[config.mk]
export PLATFORM = sky130hd
export DESIGN_NAME = cdi_card_status
export DESIGN_NICKNAME = d
export VERILOG_FILES = /design/src/rtl/cdi_pkg.sv /design/src/rtl/cdi_write_decode.sv /design/src/rtl/cdi_insert_fsm.sv /design/src/rtl/cdi_read_mux.sv /design/src/rtl/cdi_card_status.sv
export SDC_FILE = /design/constraint.sdc
export NUM_CORES = 1
export LEC_CHECK = 0
export BUFFER_PORTS_ARGS = -buffer_cell sky130_fd_sc_hd__buf_2
export CAP_MARGIN = 20
export CORE_UTILIZATION = 21
export DETAILED_ROUTE_END_ITERATION = 10
export GPL_TIMING_DRIVEN = 0
export PLACE_DENSITY = 0.87
export SLEW_MARGIN = 0
export SYNTH_ARGS = -nofsm -noshare
export SYNTH_HDL_FRONTEND = slang
export SYNTH_SLANG_ARGS = --single-unit
[constraint.sdc]
create_clock -name clk -period 1.1 [get_ports clk]
set_input_delay 0.11 -clock clk [delete_from_list [all_inputs] [get_ports clk]]
set_output_delay 0.11 -clock clk [all_outputs]
set_load 0.01 [all_outputs]
[src/rtl/cdi_pkg.sv]
package cdi_pkg;

    typedef enum logic {
        CD_IDLE    = 1'b0,
        CD_PENDING = 1'b1
    } cd_state_e;

    localparam int unsigned IDX_IDENT  = 0;
    localparam int unsigned IDX_FLASH  = 1;
    localparam int unsigned IDX_STATUS = 2;
    localparam int unsigned IDX_DECODE = 3;

endpackage

[src/rtl/cdi_write_decode.sv]
module cdi_write_decode #(
    parameter int unsigned IDX_W  = 4,
    parameter int unsigned DATA_W = 32,
    parameter int unsigned CI_BIT = 3
) (
    input  logic              bus_sel,
    input  logic              bus_we,
    input  logic [IDX_W-1:0]  bus_idx,
    input  logic [DATA_W-1:0] bus_wdata,
    output logic              clear_req
);
    localparam logic [IDX_W-1:0] STATUS_IDX = IDX_W'(cdi_pkg::IDX_STATUS);

    // Only a write to the status word with a one in the event position acknowledges.
    always_comb begin
        clear_req = bus_sel && bus_we && (bus_idx == STATUS_IDX) && bus_wdata[CI_BIT];
    end
endmodule

[src/rtl/cdi_insert_fsm.sv]
module cdi_insert_fsm (
    input  logic clk,
    input  logic rst_n,
    input  logic insert_i,
    input  logic clear_i,
    output logic pending_o
);
    import cdi_pkg::*;

    cd_state_e state_q;
    cd_state_e state_d;

    // Next-state: arm has priority over acknowledge.
    always_comb begin
        state_d = state_q;
        unique case (state_q)
            CD_IDLE: begin
                if (insert_i) state_d = CD_PENDING;
            end
            CD_PENDING: begin
                if (clear_i && !insert_i) state_d = CD_IDLE;
            end
            default: state_d = CD_IDLE;
        endcase
    end

    always_ff @(posedge clk or negedge rst_n) begin
        if (!rst_n) state_q <= CD_IDLE;
        else        state_q <= state_d;
    end

    always_comb begin
        unique case (state_q)
            CD_IDLE:    pending_o = 1'b0;
            CD_PENDING: pending_o = 1'b1;
            default:    pending_o = 1'b0;
        endcase
    end
endmodule

[src/rtl/cdi_read_mux.sv]
module cdi_read_mux #(
    parameter int unsigned   IDX_W       = 4,
    parameter int unsigned   DATA_W      = 32,
    parameter logic [31:0]   ID_WORD     = 32'h4103_4003,
    parameter logic [31:0]   DECODE_WORD = 32'h0000_0011,
    parameter int unsigned   WP_BIT      = 0,
    parameter int unsigned   CI_BIT      = 3
) (
    input  logic [IDX_W-1:0]  idx,
    input  logic              wprot,
    input  logic              pending,
    output logic [DATA_W-1:0] rdata
);
    import cdi_pkg::*;

    logic [DATA_W-1:0] status_word;

    always_comb begin
        status_word         = '0;
        status_word[WP_BIT] = wprot;
        status_word[CI_BIT] = pending;
    end

    always_comb begin
        if (idx == IDX_W'(IDX_IDENT))       rdata = DATA_W'(ID_WORD);
        else if (idx == IDX_W'(IDX_STATUS)) rdata = status_word;
        else if (idx == IDX_W'(IDX_DECODE)) rdata = DATA_W'(DECODE_WORD);
        else                                rdata = '0;
    end
endmodule

[src/rtl/cdi_card_status.sv]
module cdi_card_status #(
    parameter int unsigned IDX_W       = 4,
    parameter int unsigned DATA_W      = 32,
    parameter logic [31:0] ID_WORD     = 32'h4103_4003,
    parameter logic [31:0] DECODE_WORD = 32'h0000_0011,
    parameter int unsigned WP_BIT      = 0,
    parameter int unsigned CI_BIT      = 3
) (
    input  logic              clk,
    input  logic              rst_n,
    input  logic              bus_sel,
    input  logic              bus_we,
    input  logic [IDX_W-1:0]  bus_idx,
    input  logic [DATA_W-1:0] bus_wdata,
    output logic [DATA_W-1:0] bus_rdata,
    input  logic              wprot_lvl,
    input  logic              card_in,
    output logic              card_irq
);
    logic clear_req;
    logic pending;

    cdi_write_decode #(
        .IDX_W (IDX_W),
        .DATA_W(DATA_W),
        .CI_BIT(CI_BIT)
    ) u_wdec (
        .bus_sel  (bus_sel),
        .bus_we   (bus_we),
        .bus_idx  (bus_idx),
        .bus_wdata(bus_wdata),
        .clear_req(clear_req)
    );

    cdi_insert_fsm u_fsm (
        .clk      (clk),
        .rst_n    (rst_n),
        .insert_i (card_in),
        .clear_i  (clear_req),
        .pending_o(pending)
    );

    cdi_read_mux #(
        .IDX_W      (IDX_W),
        .DATA_W     (DATA_W),
        .ID_WORD    (ID_WORD),
        .DECODE_WORD(DECODE_WORD),
        .WP_BIT     (WP_BIT),
        .CI_BIT     (CI_BIT)
    ) u_rmux (
        .idx    (bus_idx),
        .wprot  (wprot_lvl),
        .pending(pending),
        .rdata  (bus_rdata)
    );

    assign card_irq = pending;
endmodule

==> results of run 1 <==
-- worst paths after layout --
check | slack [ps] | cells after the start | to
max | 80 | 4 | bus_rdata[14]
min | 410 | 3 | u_fsm.state_q
max reg2reg | 450 | 2 | u_fsm.state_q
min reg2reg | 560 | 2 | u_fsm.state_q
max in group asynchronous | 570 | 2 | u_fsm.state_q
min in group asynchronous | 440 | 2 | u_fsm.state_q
-- through the flow --
step | setup slack, ps | power, mW | hold slack [ps]
after floorplan | 109 | 0.157 | -186
after global placement | -42.5 | 0.192 | -115
after detailed placement | -89.4 | 0.194 | -112
after CTS | 39.9 | 0.201 | 414
after global routing | -7.64 | 0.230 | 461
final | 81.3 | 0.210 | 409
-- cell type report --
type,count,share of cell area
Buffer,28,0.372
Multi-Input combinational cell,34,0.308
Timing Repair Buffer,21,0.243
Sequential cell,1,0.0442
Tap cell,15,0.0332
-- cell usage in the layout, fill, tap and decap left out --
cell,synthesis,final
a2111oi_2,1,1
nor2_1,2,2
dfrtp_1,1,1
nor3_1,2,2
and4b_1,1,1
nand2_1,1,1
buf_2,0,15
a31oi_1,1,1
nor2b_1,1,1
conb_1,1,23
buf_6,0,4
buf_4,28,29
nor4_4,0,1
dlygate4sd3_1,0,1
and3_2,1,1
-- cell families (layout without fill, tap and decap cells) --
family,Yosys count,after routing,synth area share
AND/OR/NAND/NOR,9,9,0.165
other,1,23,0.0120
buffers and inverters,28,49,0.675
flip-flops,1,1,0.0803
AO/OA/AOI/OAI,2,2,0.0683
-- power breakdown --
part	switching [mW]	internal [mW]
sequential	0.000188	0.0377
clock	0	0
combinational	0.0804	0.0918
total	0.0806	0.130
-- critical path, stage by stage --
cell and delay, ps:
buf_2 130, nor4_4 390, buf_4 170, buf_4 100
-- layer usage --
metal  track usage  share of wire  up-vias
li1              -              -      170
met1        0.0680           0.26      126
met2         0.190           0.57       33
met3       0.00556           0.17        0
met4             0              0        0
met5             0              0        -
-- timing repair --
action                                  CTS  global route
endpoints found under the setup margin    6             5
setup buffers                             0             0
endpoints found under the hold margin     1             0
pin swaps                                 0             1
hold buffers                              1             0
resized for setup                         1             5
==> results.ini, run 1 <==
[cells_and_area]
final_core_util=0.424
final_cell_area_um2=566
regArea_um2=25.0
nNetsFinal=128
largest_register_ffs=1
diodes=0
stdcell_count=99
final.fill_count=136
multi_input_area_um2=174
syn2layout_area_growth_pct=81.5
largest-register=u_fsm.state_q
drive_above_1_share=0.607
top_regs=u_fsm.state_q (1)

[yosys]
synth_seq_cells=1
synth_edf_count=0
yosysMostFrequentCell=buf_4
yosysWarnings=0
synthArstFlopShare=1.00
syn_inst=41
synthDistinctLibCells=12
syn_avg_cell_area_um2=7.60
synth_area_um2=312
synthTopCellsByCount=buf_4 (28), nor2_1 (2), nor3_1 (2)
synth_top_area_cell=buf_4
seq_area_frac_synth=0.0803
synth-main-ff-cell=dfrtp_1
synth_area_leaders=buf_4 (67%), dfrtp_1 (8.0%), a2111oi_2 (4.8%)
synth_top_area_frac=0.675

[floorplan]
die_h_um=40.5
rows=13
ios=75
fp.dieW_um=40.5
dieArea_um2=1640
initial_core_util=0.234
core_um2=1330

[drt]
ant_nets=0
routed_wl_um=688
wl_per_cell_um=6.95
vias=329
dr.pass1.iters=4
drt_iter0_drc=6
via_per_inst=3.32
drc=0

[global_routing]
grt.overflow.total=0
grt_use_total=0.0791
grt_start_max_net_pins=7
antenna_found_initial=0
first_global_vias=248
grt_pass1_wl_um=897

[clock_tree]
path_clk_slew_ps=0
clkLatencyLatePin_ps=0

[sta]
max_freq_mhz=982
final.setup_skew_ps=0
final_max_slew_viol_count=0
finalHoldViolations=0
rsz0062_at_grt=yes
tns_ps=0
setup_viol=0
fin_crit_ps=1020
post-route-period-util=0.926

[run]
cap_violations=0

[place]
placedInstanceArea_um2=519
portBuffers=20
gp_congestion=0.663
place_inst=98

[setup_path]
arrival_ps=910
startpoint_type=input pin
worstPathMaxFanout=6
crit_required_ps=990
r2r_start=u_fsm.state_q
crit_path_end_kind=primary output
crit_start=bus_idx[2]
worstSetupPathType=in -> out

[power]
power_density_nw_per_um2=372
irDropWorstVdd_uv=212
leakage_nw=0.359

[hold_path]
hold_class=in -> reg
hp-start=card_in

[status]
run_status=completed

(Power assumes the default switching activity.)
==> run 2, diff against run 1 <==
--- a/config.mk
+++ b/config.mk
@@ -5,12 +5,13 @@
 export SDC_FILE = /design/constraint.sdc
 export NUM_CORES = 1
 export LEC_CHECK = 0
-export BUFFER_PORTS_ARGS = -buffer_cell sky130_fd_sc_hd__buf_2
 export CAP_MARGIN = 20
-export CORE_UTILIZATION = 21
+export CORE_AREA = 2 2 39 41
 export DETAILED_ROUTE_END_ITERATION = 10
+export DIE_AREA = 0 0 41 43
+export DONT_BUFFER_PORTS = 1
 export GPL_TIMING_DRIVEN = 0
-export PLACE_DENSITY = 0.87
+export PLACE_DENSITY = 0.47
 export SLEW_MARGIN = 0
 export SYNTH_ARGS = -nofsm -noshare
 export SYNTH_HDL_FRONTEND = slang
==> run 2 against run 1 <==
Power decreased by 21%. Sequential power about the same. Register-to-register slack got worse by 50 ps. Via count decreased by 26%. Routed wire length decreased by 31%. Maximum frequency increased by 16%. Critical endpoint unchanged.
==> results.ini, run 2 (synthesized netlist as in run 1, its figures left out) <==
[place]
placedInstanceArea_um2=420
gp_congestion=0.584
dp_hpwl_um=459
pre_cts_slack_ps=-9.20
portBuffers=0

[floorplan]
dieArea_um2=1760
core_um2=1380
die_h_um=43
ios=75
initial_core_util=0.225
rows=14
fp.dieW_um=41

[cells_and_area]
largest_register_ffs=1
drive_above_1_share=0.484
top_regs=u_fsm.state_q (1)
multi_input_area_um2=174
syn2layout_area_growth_pct=41.0
final_cell_mix=buf_4 (28), conb_1 (23), nor3_1 (2), nor2_1 (2)
diodes=0
final.fill_count=155
final_common_cell=buf_4
largest-register=u_fsm.state_q
nNetsFinal=108
final_cell_area_um2=439
regArea_um2=25.0

[power]
power_frac_comb=0.769
seq_power_share=0.231
p_clk_frac=0
internal-power_mw=0.107
leakage_nw=0.266
irDropWorstVdd_uv=187
power_density_nw_per_um2=376
p_sw_mw=0.0585
switching_share=0.355

[sta]
setup_viol=0
finalHoldViolations=0
final.setup_skew_ps=0
post-route-period-util=0.796
final_max_slew_viol_count=0
rsz0062_at_grt=no
fin_crit_ps=875
max_freq_mhz=1140
fin_ws_ps=225

[drt]
dr.pass1.iters=4
routed_wl_um=473
drt_iter0_drc=2
drc=0
vias=245
wl_per_cell_um=5.91
ant_nets=0
via_per_inst=3.06

[setup_path]
max_stage_delay_ps=450
cpMaxStageDelayCell=nor4_4
reg2reg_depth=2
crit_cells=2
crit_path_end_kind=primary output
worstPathMaxFanout=6
crit_required_ps=990
path_cells=nor4_4 -> buf_4
worstSetupPathType=in -> out
arrival_ps=770
critPathTopFamily=simple AND/OR/NAND/NOR gates
path_buf_inv=1
startpoint_type=input pin

[hold_path]
hold_depth=1
hold_class=in -> reg

[global_routing]
grt_use_total=0.0381
grt.overflow.total=0
first_global_vias=133
antenna_found_initial=0
grt_start_max_net_pins=7
grt_pass1_wl_um=510

[status]
run_status=completed

[clock_tree]
path_clk_slew_ps=0
postCtsSetupRepairBufs=0
clkLatencyLatePin_ps=0

[run]
cap_violations=0

-- run 2: changes by cell type in the layout (fill, tap and decap cells not counted) --
| cell | before | now |
|---|---|---|
| buf_4 | 29 | 28 |
| buf_6 | 4 | 0 |
| buf_2 | 15 | 0 |
-- run 2: routing by layer --
| layer | track usage | vias up | wire (µm) |
|---|---|---|---|
| met2 | 0.0688 | 29 | 213 |
| met4 | 0 | 0 | 0 |
| met5 | 0 | - | 0 |
| li1 | - | 130 | - |
| met3 | 0.0105 | 0 | 111 |
| met1 | 0.0447 | 86 | 149 |
-- run 2: final cells by class --
type                            instances  share of cell area
Buffer                                 28               0.479
Multi-Input combinational cell         34               0.396
Sequential cell                         1              0.0570
Tap cell                               16              0.0456
Timing Repair Buffer                    1              0.0228
-- run 2: timing repair --
action,4_1_cts,5_1_grt
endpoints found under the hold margin,1,0
endpoints found under the setup margin,5,0
hold buffers,1,0
gates resized for setup,1,0
-- run 2: stage by stage --
step | util | hold WS [ps] | power (mW) | cells | setup TNS, ps
after CTS | 0.317 | 215 | 0.163 | 80 | 0
final | 0.317 | 214 | 0.165 | 80 | 0
after global placement | 0.304 | -186 | 0.158 | 79 | 0
after floorplan | - | -186 | 0.157 | 63 | 0
after detailed placement | 0.304 | -186 | 0.159 | 79 | -38.7
after global routing | 0.317 | 228 | 0.179 | 80 | 0
-- run 2: final timing paths --
path	startpoint	to	slack [ps]
min	bus_idx[1]	u_fsm.state_q	210
min in group asynchronous	rst_n	u_fsm.state_q	330
min reg2reg	u_fsm.state_q	u_fsm.state_q	610
max in group asynchronous	rst_n	u_fsm.state_q	670
max reg2reg	u_fsm.state_q	u_fsm.state_q	400
max	bus_idx[1]	bus_rdata[14]	220
-- run 2: power by group through the flow --
stage / logic, mW / registers, mW / clock network [mW]
floorplan: 0.119 / 0.0380 / 0
global placement: 0.120 / 0.0381 / 0
detailed placement: 0.121 / 0.0381 / 0
CTS: 0.124 / 0.0381 / 0
global route: 0.141 / 0.0381 / 0
finish: 0.127 / 0.0381 / 0
